--- config.mk ---
export PLATFORM = sky130hd
export DESIGN_NAME = ide_pio_seq
export DESIGN_NICKNAME = d
export VERILOG_FILES = /design/src/rtl/ide_pio_pkg.sv /design/src/rtl/ide_bus_phy.sv /design/src/rtl/ide_wait_timer.sv /design/src/rtl/ide_cmd_ctrl.sv /design/src/rtl/ide_pio_seq.sv
export SDC_FILE = /design/constraint.sdc
export NUM_CORES = 1
export LEC_CHECK = 0
export CAP_MARGIN = 15
export CELL_PAD_IN_SITES_DETAIL_PLACEMENT = 0
export CELL_PAD_IN_SITES_GLOBAL_PLACEMENT = 1
export CORE_MARGIN = 8
export CORE_UTILIZATION = 43
export CTS_BUF_LIST = sky130_fd_sc_hd__clkbuf_8
export CTS_CLUSTER_SIZE = 24
export DETAILED_ROUTE_END_ITERATION = 10
export PLACE_DENSITY = 0.89
export SLEW_MARGIN = 20
export SYNTH_ARGS = -nofsm -noshare
export SYNTH_HDL_FRONTEND = slang
export SYNTH_SLANG_ARGS = --single-unit
--- constraint.sdc ---
create_clock -name clk -period 2.4 [get_ports clk]
set_input_delay 0.36 -clock clk [delete_from_list [all_inputs] [get_ports clk]]
set_output_delay 0.36 -clock clk [all_outputs]
set_load 0.05 [all_outputs]
--- src/rtl/ide_pio_pkg.sv ---
package ide_pio_pkg;
  typedef enum logic [1:0] {
    HOP_RD  = 2'd0,
    HOP_WR  = 2'd1,
    HOP_CMD = 2'd2
  } host_op_e;

  typedef enum logic [2:0] {
    P_IDLE, P_OE, P_SETUP, P_STROBE, P_REL, P_DONE
  } bus_phase_e;

  typedef enum logic [2:0] {
    C_IDLE, C_REG, C_POLL, C_ISSUE, C_DRQ, C_DATA
  } ctrl_state_e;

  localparam logic [2:0] REG_DATA = 3'd0;
  localparam logic [2:0] REG_STAT = 3'd7;
  localparam int ST_BUSY  = 7;
  localparam int ST_READY = 6;
  localparam int ST_DREQ  = 3;
endpackage

--- src/rtl/ide_bus_phy.sv ---
module ide_bus_phy
  import ide_pio_pkg::*;
#(
  parameter int STROBE_CYC = 2
) (
  input  logic        clk,
  input  logic        rst_n,
  input  logic        start,
  input  logic        start_we,
  input  logic [2:0]  start_addr,
  input  logic [15:0] start_data,
  output logic        done,
  output logic [15:0] rd_data,
  output logic [2:0]  ide_addr,
  output logic        ide_cs_n,
  output logic        ide_rd_n,
  output logic        ide_wr_n,
  output logic [15:0] ide_dout,
  output logic        ide_oe,
  input  logic [15:0] ide_din
);
  localparam int CW = $clog2(STROBE_CYC + 1);
  localparam logic [CW-1:0] CLAST = CW'(STROBE_CYC - 1);

  bus_phase_e  ph_q, ph_d;
  logic [CW-1:0] cnt_q, cnt_d;
  logic        we_q;
  logic [2:0]  addr_q;
  logic [15:0] data_q, rdat_q;
  logic        load_en, cap_en;

  assign load_en = (ph_q == P_IDLE) && start;
  assign cap_en  = (ph_q == P_STROBE) && (cnt_q == CLAST) && !we_q;

  always_comb begin
    ph_d  = ph_q;
    cnt_d = cnt_q;
    case (ph_q)
      P_IDLE:   if (start) ph_d = start_we ? P_OE : P_SETUP;
      P_OE:     ph_d = P_SETUP;
      P_SETUP:  begin ph_d = P_STROBE; cnt_d = '0; end
      P_STROBE: if (cnt_q == CLAST) ph_d = P_REL;
                else cnt_d = cnt_q + 1'b1;
      P_REL:    ph_d = P_DONE;
      default:  ph_d = P_IDLE;
    endcase
  end

  always_ff @(posedge clk or negedge rst_n) begin
    if (!rst_n) begin
      ph_q   <= P_IDLE;
      cnt_q  <= '0;
      we_q   <= 1'b0;
      addr_q <= '0;
      data_q <= '0;
      rdat_q <= '0;
    end else begin
      ph_q  <= ph_d;
      cnt_q <= cnt_d;
      if (load_en) begin
        we_q   <= start_we;
        addr_q <= start_addr;
        data_q <= start_data;
      end
      if (cap_en) rdat_q <= ide_din;
    end
  end

  assign done     = (ph_q == P_DONE);
  assign rd_data  = rdat_q;
  assign ide_addr = addr_q;
  assign ide_dout = data_q;
  assign ide_cs_n = !((ph_q == P_SETUP) || (ph_q == P_STROBE) ||
                      ((ph_q == P_REL) && !we_q));
  assign ide_rd_n = !((ph_q == P_STROBE) && !we_q);
  assign ide_wr_n = !((ph_q == P_STROBE) && we_q);
  assign ide_oe   = we_q && ((ph_q == P_OE) || (ph_q == P_SETUP) ||
                             (ph_q == P_STROBE) || (ph_q == P_REL));

  // Checker: cycles the current strobe has been low, counted independently
  logic [CW-1:0] chk_low;
  always_ff @(posedge clk or negedge rst_n) begin
    if (!rst_n) chk_low <= '0;
    else if (!ide_rd_n || !ide_wr_n) chk_low <= chk_low + 1'b1;
    else chk_low <= '0;
  end

  assert_strobe_excl_R5: assert property (@(posedge clk) disable iff (!rst_n)
    !(!ide_rd_n && !ide_wr_n));
  assert_strobe_cs_R5: assert property (@(posedge clk) disable iff (!rst_n)
    (!ide_rd_n || !ide_wr_n) |-> !ide_cs_n);
  assert_rd_setup_R2: assert property (@(posedge clk) disable iff (!rst_n)
    $fell(ide_rd_n) |-> $past(!ide_cs_n));
  assert_rd_release_R2: assert property (@(posedge clk) disable iff (!rst_n)
    $rose(ide_rd_n) |-> !ide_cs_n);
  assert_strobe_width_R2: assert property (@(posedge clk) disable iff (!rst_n)
    ($rose(ide_rd_n) || $rose(ide_wr_n)) |-> (chk_low == CW'(STROBE_CYC)));
  assert_wr_oe_R3: assert property (@(posedge clk) disable iff (!rst_n)
    !ide_wr_n |-> ide_oe);
  assert_wr_release_R3: assert property (@(posedge clk) disable iff (!rst_n)
    $rose(ide_wr_n) |-> (ide_cs_n && ide_oe && $stable(ide_addr)));
endmodule

--- src/rtl/ide_wait_timer.sv ---
module ide_wait_timer #(
  parameter int LIMIT = 200
) (
  input  logic clk,
  input  logic rst_n,
  input  logic clr,
  input  logic run,
  output logic expired
);
  localparam int TW = $clog2(LIMIT + 1);
  localparam logic [TW-1:0] TLIM = TW'(LIMIT);

  logic [TW-1:0] cnt_q;
  logic          inc_en;

  assign expired = (cnt_q == TLIM);
  assign inc_en  = run && !expired;

  always_ff @(posedge clk or negedge rst_n) begin
    if (!rst_n) cnt_q <= '0;
    else if (clr) cnt_q <= '0;
    else if (inc_en) cnt_q <= cnt_q + 1'b1;
  end
endmodule

--- src/rtl/ide_cmd_ctrl.sv ---
module ide_cmd_ctrl
  import ide_pio_pkg::*;
#(
  parameter int SECTOR_WORDS = 256,
  parameter int KEEP_WORDS   = 64
) (
  input  logic        clk,
  input  logic        rst_n,
  input  logic        req,
  input  logic [1:0]  op,
  input  logic [2:0]  addr,
  input  logic        word,
  input  logic [15:0] wdata,
  input  logic        xfer,
  output logic        ack,
  output logic [15:0] rdata,
  output logic        err,
  output logic        sec_valid,
  output logic [15:0] sec_data,
  output logic        phy_start,
  output logic        phy_we,
  output logic [2:0]  phy_addr,
  output logic [15:0] phy_data,
  input  logic        phy_done,
  input  logic [15:0] phy_rdata,
  output logic        tmr_clr,
  output logic        tmr_run,
  input  logic        tmr_expired
);
  localparam int IW = $clog2(SECTOR_WORDS);
  localparam logic [IW-1:0] ILAST = IW'(SECTOR_WORDS - 1);
  localparam logic [IW:0]   IKEEP = (IW+1)'(KEEP_WORDS);

  ctrl_state_e st_q, st_d;
  logic        word_q, word_d, xfer_q, xfer_d;
  logic [7:0]  cmd_q, cmd_d;
  logic [IW-1:0] idx_q, idx_d;
  logic        ack_d, err_q, err_d, secv_d;
  logic [15:0] rdata_q, rdata_d, secd_q, secd_d;
  logic        go_d, we_d;
  logic [2:0]  pa_d;
  logic [15:0] pd_d;
  logic        stat_ok, dreq_ok;

  assign stat_ok = !phy_rdata[ST_BUSY] && phy_rdata[ST_READY];
  assign dreq_ok = !phy_rdata[ST_BUSY] && phy_rdata[ST_DREQ];
  assign tmr_run = (st_q == C_POLL) || (st_q == C_DRQ);

  always_comb begin
    st_d = st_q; word_d = word_q; xfer_d = xfer_q; cmd_d = cmd_q;
    idx_d = idx_q; err_d = err_q; rdata_d = rdata_q; secd_d = secd_q;
    ack_d = 1'b0; secv_d = 1'b0; tmr_clr = 1'b0;
    go_d = 1'b0; we_d = phy_we; pa_d = phy_addr; pd_d = phy_data;
    case (st_q)
      C_IDLE: if (req) begin
        word_d = word; xfer_d = xfer; cmd_d = wdata[7:0]; err_d = 1'b0;
        go_d = 1'b1;
        if (op == HOP_CMD) begin
          we_d = 1'b0; pa_d = REG_STAT; tmr_clr = 1'b1; st_d = C_POLL;
        end else begin
          we_d = (op == HOP_WR); pa_d = addr;
          pd_d = word ? wdata : {8'h00, wdata[7:0]};
          st_d = C_REG;
        end
      end
      C_REG: if (phy_done) begin
        rdata_d = word_q ? phy_rdata : {8'h00, phy_rdata[7:0]};
        ack_d = 1'b1; st_d = C_IDLE;
      end
      C_POLL: if (phy_done) begin
        if (stat_ok) begin
          go_d = 1'b1; we_d = 1'b1; pa_d = REG_STAT; pd_d = {8'h00, cmd_q};
          st_d = C_ISSUE;
        end else if (tmr_expired) begin
          err_d = 1'b1; ack_d = 1'b1; st_d = C_IDLE;
        end else begin
          go_d = 1'b1; we_d = 1'b0; pa_d = REG_STAT;
        end
      end
      C_ISSUE: if (phy_done) begin
        if (xfer_q) begin
          go_d = 1'b1; we_d = 1'b0; pa_d = REG_STAT; tmr_clr = 1'b1;
          st_d = C_DRQ;
        end else begin
          ack_d = 1'b1; st_d = C_IDLE;
        end
      end
      C_DRQ: if (phy_done) begin
        if (dreq_ok) begin
          go_d = 1'b1; we_d = 1'b0; pa_d = REG_DATA; idx_d = '0;
          st_d = C_DATA;
        end else if (tmr_expired) begin
          err_d = 1'b1; ack_d = 1'b1; st_d = C_IDLE;
        end else begin
          go_d = 1'b1; we_d = 1'b0; pa_d = REG_STAT;
        end
      end
      C_DATA: if (phy_done) begin
        if ({1'b0, idx_q} < IKEEP) begin
          secv_d = 1'b1; secd_d = phy_rdata;
        end
        if (idx_q == ILAST) begin
          ack_d = 1'b1; st_d = C_IDLE;
        end else begin
          idx_d = idx_q + 1'b1; go_d = 1'b1; we_d = 1'b0; pa_d = REG_DATA;
        end
      end
      default: st_d = C_IDLE;
    endcase
  end

  always_ff @(posedge clk or negedge rst_n) begin
    if (!rst_n) begin
      st_q <= C_IDLE; word_q <= 1'b0; xfer_q <= 1'b0; cmd_q <= '0;
      idx_q <= '0; ack <= 1'b0; err_q <= 1'b0; rdata_q <= '0;
      sec_valid <= 1'b0; secd_q <= '0;
      phy_start <= 1'b0; phy_we <= 1'b0; phy_addr <= '0; phy_data <= '0;
    end else begin
      st_q <= st_d; word_q <= word_d; xfer_q <= xfer_d; cmd_q <= cmd_d;
      idx_q <= idx_d; ack <= ack_d; err_q <= err_d; rdata_q <= rdata_d;
      sec_valid <= secv_d; secd_q <= secd_d;
      phy_start <= go_d; phy_we <= we_d; phy_addr <= pa_d; phy_data <= pd_d;
    end
  end

  assign rdata    = rdata_q;
  assign err      = err_q;
  assign sec_data = secd_q;

  // Checker: kept words delivered since the last accepted request
  logic [IW:0] kept_chk;
  always_ff @(posedge clk or negedge rst_n) begin
    if (!rst_n) kept_chk <= '0;
    else if (req && st_q == C_IDLE) kept_chk <= '0;
    else if (sec_valid) kept_chk <= kept_chk + 1'b1;
  end

  assert_keep_limit_R8: assert property (@(posedge clk) disable iff (!rst_n)
    sec_valid |-> (kept_chk < IKEEP));
  assert_ack_pulse_R10: assert property (@(posedge clk) disable iff (!rst_n)
    ack |=> !ack);
endmodule

--- src/rtl/ide_pio_seq.sv ---
module ide_pio_seq #(
  parameter int STROBE_CYC   = 2,
  parameter int TIMEOUT_CYC  = 200,
  parameter int SECTOR_WORDS = 256,
  parameter int KEEP_WORDS   = 64
) (
  input  logic        clk,
  input  logic        rst_n,
  input  logic        req,
  input  logic [1:0]  op,
  input  logic [2:0]  addr,
  input  logic        word,
  input  logic [15:0] wdata,
  input  logic        xfer,
  output logic        ack,
  output logic [15:0] rdata,
  output logic        err,
  output logic        sec_valid,
  output logic [15:0] sec_data,
  output logic [2:0]  ide_addr,
  output logic        ide_cs_n,
  output logic        ide_rd_n,
  output logic        ide_wr_n,
  output logic [15:0] ide_dout,
  output logic        ide_oe,
  input  logic [15:0] ide_din
);
  logic        phy_start, phy_we, phy_done;
  logic [2:0]  phy_addr;
  logic [15:0] phy_data, phy_rdata;
  logic        tmr_clr, tmr_run, tmr_expired;

  ide_cmd_ctrl #(
    .SECTOR_WORDS(SECTOR_WORDS),
    .KEEP_WORDS  (KEEP_WORDS)
  ) u_ctrl (
    .clk(clk), .rst_n(rst_n), .req(req), .op(op), .addr(addr), .word(word),
    .wdata(wdata), .xfer(xfer), .ack(ack), .rdata(rdata), .err(err),
    .sec_valid(sec_valid), .sec_data(sec_data),
    .phy_start(phy_start), .phy_we(phy_we), .phy_addr(phy_addr),
    .phy_data(phy_data), .phy_done(phy_done), .phy_rdata(phy_rdata),
    .tmr_clr(tmr_clr), .tmr_run(tmr_run), .tmr_expired(tmr_expired)
  );

  ide_wait_timer #(.LIMIT(TIMEOUT_CYC)) u_timer (
    .clk(clk), .rst_n(rst_n), .clr(tmr_clr), .run(tmr_run),
    .expired(tmr_expired)
  );

  ide_bus_phy #(.STROBE_CYC(STROBE_CYC)) u_phy (
    .clk(clk), .rst_n(rst_n), .start(phy_start), .start_we(phy_we),
    .start_addr(phy_addr), .start_data(phy_data), .done(phy_done),
    .rd_data(phy_rdata), .ide_addr(ide_addr), .ide_cs_n(ide_cs_n),
    .ide_rd_n(ide_rd_n), .ide_wr_n(ide_wr_n), .ide_dout(ide_dout),
    .ide_oe(ide_oe), .ide_din(ide_din)
  );
endmodule

==> summary.txt <==
Clock tree
  – Reg clk slew, reported paths: 0.08 ns
  – Root Buffer: clkbuf_8
  – CTS buffer count: 17
  – # clock sinks: 126
  – Clock tree buffer depth: 2
  – Later-pin clock latency in the skew report: 0.44 ns
  – H-tree depth: 4
  – Post-CTS Setup Repair Bufs: 0
  – CTS tree: built

Logic synthesis
  – Most common cell in the netlist: dfrtp_1
  – Post-synth EDFFs: 0
  – Yosys top cell by area: dfrtp_1
  – Net count after synthesis: 534
  – Seq/Total Area, Yosys: 0.550
  – Top FF cell, synth: dfrtp_1
  – Yosys warning total: 0
  – Post-Synthesis Cell Area: 0.00573 mm²
  – Mapped Cells: 488
  – Synth cell types: 64
  – Syn avg cell area: 11.7 µm²
  – Top area cells in the synthesized netlist: dfrtp_1, mux2_2, nand2_1
  – Synth top area share: 0.550
  – Post-synth top cells: dfrtp_1, mux2_2, nand2_1
  – Ys async rst share: 1.00
  – Post-synthesis register bit count: 126

Detailed routing
  – Vias/cell: 5.14
  – WL final: 13,100 µm
  – DR vias: 4,054
  – Post-DRT Antenna Nets: 0
  – Routed len/inst: 16.6 µm
  – DRC viols: 0
  – DR iter-0 viols: 282
  – Drt pass-1 iters: 4

Worst setup path
  – Slowest stage delay, CP: 0.47 ns
  – Slowest CP cell: dfrtp_1
  – Worst setup SP type: flip-flop
  – Crit. End Element: output port
  – Crit path cell chain: and2b_1, nand2_1, nor2_1, inv_1, dlygate4sd2_1
  – Cell family with most CP delay: simple AND/OR/NAND/NOR gates
  – Worst Path Arrival: 1.86 ns
  – WS Path Type: flip-flop to output port
  – CP Data Required Time: 2.04 ns
  – Worst-path fanout max: 8
  – WP buf/inv: 2

STA
  – Final Skew: 0.0178 ns
  – F_max: 0.450 GHz
  – Worst slew margin: 0.583
  – Hold WS: 0.471 ns
  – Post-route setup TNS: 0 ns
  – Max Slew Vio Count: 0
  – Tightest Pin Transition: 0.621 ns
  – Tmin final: 2.22 ns
  – Unrepaired setup endpoints after global routing: false
  – Fin crit share: 0.926
  – # setup viols final: 0
  – Fin. Hold Viols: 0

GRT
  – Total track usage: 0.155
  – Initial antenna violation count: 0
  – Overflow after GRT: 0
  – Vias in the first global route: 4,196
  – First-pass GRT wire length: 21,700 µm
  – Largest net degree at the start of global routing: 47

Pwr
  – Worst vdd ir: 0.000383 V
  – Power per cell area: 1320 mW/mm²
  – Switching Share: 0.401
  – Clk pwr share: 0.213
  – Cell leakage power: 3.27 nW
  – Seq pwr share: 0.359
  – Switch Pwr: 3.92 mW
  – Combinational power share: 0.427
  – Pint: 5.85 mW

Die
  – Core ar.: 0.0131 mm²
  – Std cell rows: 42
  – Die area: 0.0173 mm²
  – Die H: 131 µm
  – Ports: 100
  – Initial Util: 0.436
  – DIE WIDTH: 131 µm

Flow run
  – Max-cap violations: 0

Place
  – HPWL after DPL: 9480 µm
  – GP Congestion: 0.883
  – Buffers on Ports: 99
  – Post-DP Area: 0.00694 mm²

Outcome
  – Status: finished clean

Final layout
  – Fin nets: 646
  – Finished Cell Area: 0.00741 mm²
  – Number of antenna diodes: 0
  – Synthesis-to-layout area growth: 29.4%
  – Layout cells sized above 1: 0.233

Worst hold path
  – Worst hold path class: input port to flip-flop
-- through the flow --
| step | cells | total power [mW] | worst slack [ns] | utilization |
|---|---|---|---|---|
| floorplan | 488 | 6.37 | 0.626 | - |
| global placement | 755 | 7.61 | 0.0470 | 0.528 |
| detailed placement | 755 | 7.75 | -0.0887 | 0.528 |
| CTS | 788 | 9.85 | 0.0863 | 0.563 |
| global route | 789 | 10.3 | 0.0561 | 0.564 |
| finish | 789 | 9.77 | 0.178 | 0.564 |
-- power groups by stage --
| stage | sequential [mW] | combinational [mW] | clock [mW] |
|---|---|---|---|
| after detailed placement | 3.55 | 4.19 | 0 |
| after CTS | 3.52 | 4.20 | 2.14 |
| after global routing | 3.63 | 4.46 | 2.21 |
| final | 3.51 | 4.17 | 2.08 |
| after global placement | 3.50 | 4.11 | 0 |
| after floorplan | 4.41 | 1.96 | 0 |
-- cell usage in the layout, fill, tap and decap left out, drive strengths merged, types with 2 or more instances in the layout --
| master | instances |
|---|---|
| and4 | 2 |
| bufinv | 5 |
| nand4b | 2 |
| a21oi | 7 |
| clkdlybuf4s50 | 94 |
| o211ai | 2 |
| xnor2 | 7 |
| a21boi | 2 |
| and2 | 3 |
| o21a | 2 |
| a31oi | 5 |
| nand2b | 5 |
| nor2b | 5 |
| and2b | 2 |
| a22o | 2 |
| a21o | 6 |
| nand2 | 58 |
| nor3b | 4 |
| clkbuf | 17 |
| dfrtp | 126 |
| inv | 9 |
| xor2 | 6 |
| or3 | 2 |
| nor2 | 31 |
| clkinvlp | 3 |
| nand3 | 15 |
| o21ai | 43 |
| nor4b | 5 |
| mux2i | 9 |
| ha | 4 |
| nor4 | 2 |
| mux2 | 72 |
| nor3 | 7 |
| clkinv | 6 |
| buf | 21 |
| o22ai | 2 |
-- metal layers --
metal / GRT usage / vias up / part of all wire / wire length, µm
met5: 0 / - / 0 / 0
met4: 0.0651 / 0 / 0.016 / 213
met3: 0.0373 / 24 / 0.038 / 498
met2: 0.264 / 84 / 0.53 / 6890
met1: 0.184 / 2002 / 0.42 / 5500
li1: - / 1944 / - / -
-- cells by family (layout without fill, tap and decap cells) --
family          Yosys count  in the layout  synth area share
flops                   126            126             0.550
buf+inv                  32            157            0.0312
mux                      81             81             0.160
simple gates            151            151             0.143
xor+xnor                 13             13            0.0199
compound gates           81             81            0.0869
fa+ha+maj                 4              4           0.00874
-- tightest hold or removal path: cells and delay by family --
kind / cells / cell delay, ns
buf+inv: 1 / 0.40
compound gates: 1 / 0.06
simple gates: 1 / 0.05
-- area by class of cell --
cell class | instances | area [µm²]
fill | 1098 | 5730
sequential | 126 | 3150
clock buffer | 17 | 234
timing repair buffer | 117 | 1150
multi-input combinational | 330 | 2410
tap | 176 | 220
clock inverter | 15 | 219
inverter | 8 | 30.0
-- registers in the layout (all words and copies together), names as in the netlist --
name / flops
u_ctrl.phy_data: 16
u_ctrl.rdata: 16
u_ctrl.sec_data: 16
u_phy.ide_dout: 16
u_phy.rd_data: 16
u_ctrl.cmd_q: 8
u_ctrl.idx_q: 8
u_timer.cnt_q: 8
u_ctrl.phy_addr: 3
u_ctrl.st_q: 3
u_phy.ide_addr: 3
u_phy.ph_q: 3
u_phy.cnt_q: 2
u_ctrl.ack: 1
u_ctrl.err: 1
u_ctrl.phy_start: 1
u_ctrl.phy_we: 1
u_ctrl.sec_valid: 1
u_ctrl.word_q: 1
u_ctrl.xfer_q: 1
u_phy.we_q: 1
-- repair_timing --
| action | 4_1_cts | 5_1_grt |
|---|---|---|
| endpoints found under the setup margin | 1 | 0 |
| endpoints found under the hold margin | 44 | 0 |
| resized for setup | 1 | 0 |
| hold buffers | 1 | 0 |
-- path summary, 6_finish.rpt --
kind,from,to,slack (ns),depth (start not counted)
worst max-delay path,u_phy.ph_q[1],ide_rd_n,0.18,5
worst min-delay path,wdata[10],u_ctrl.phy_data[10],0.47,3
worst max register to register,u_ctrl.st_q[1],u_timer.cnt_q[5],0.36,5
worst min register to register,u_ctrl.phy_data[10],u_ctrl.phy_data[10],0.48,2
max in group asynchronous,rst_n,u_phy.ide_dout[4],1.28,3
min in group asynchronous,rst_n,u_ctrl.idx_q[1],0.48,2
(Power assumes the default switching activity.)
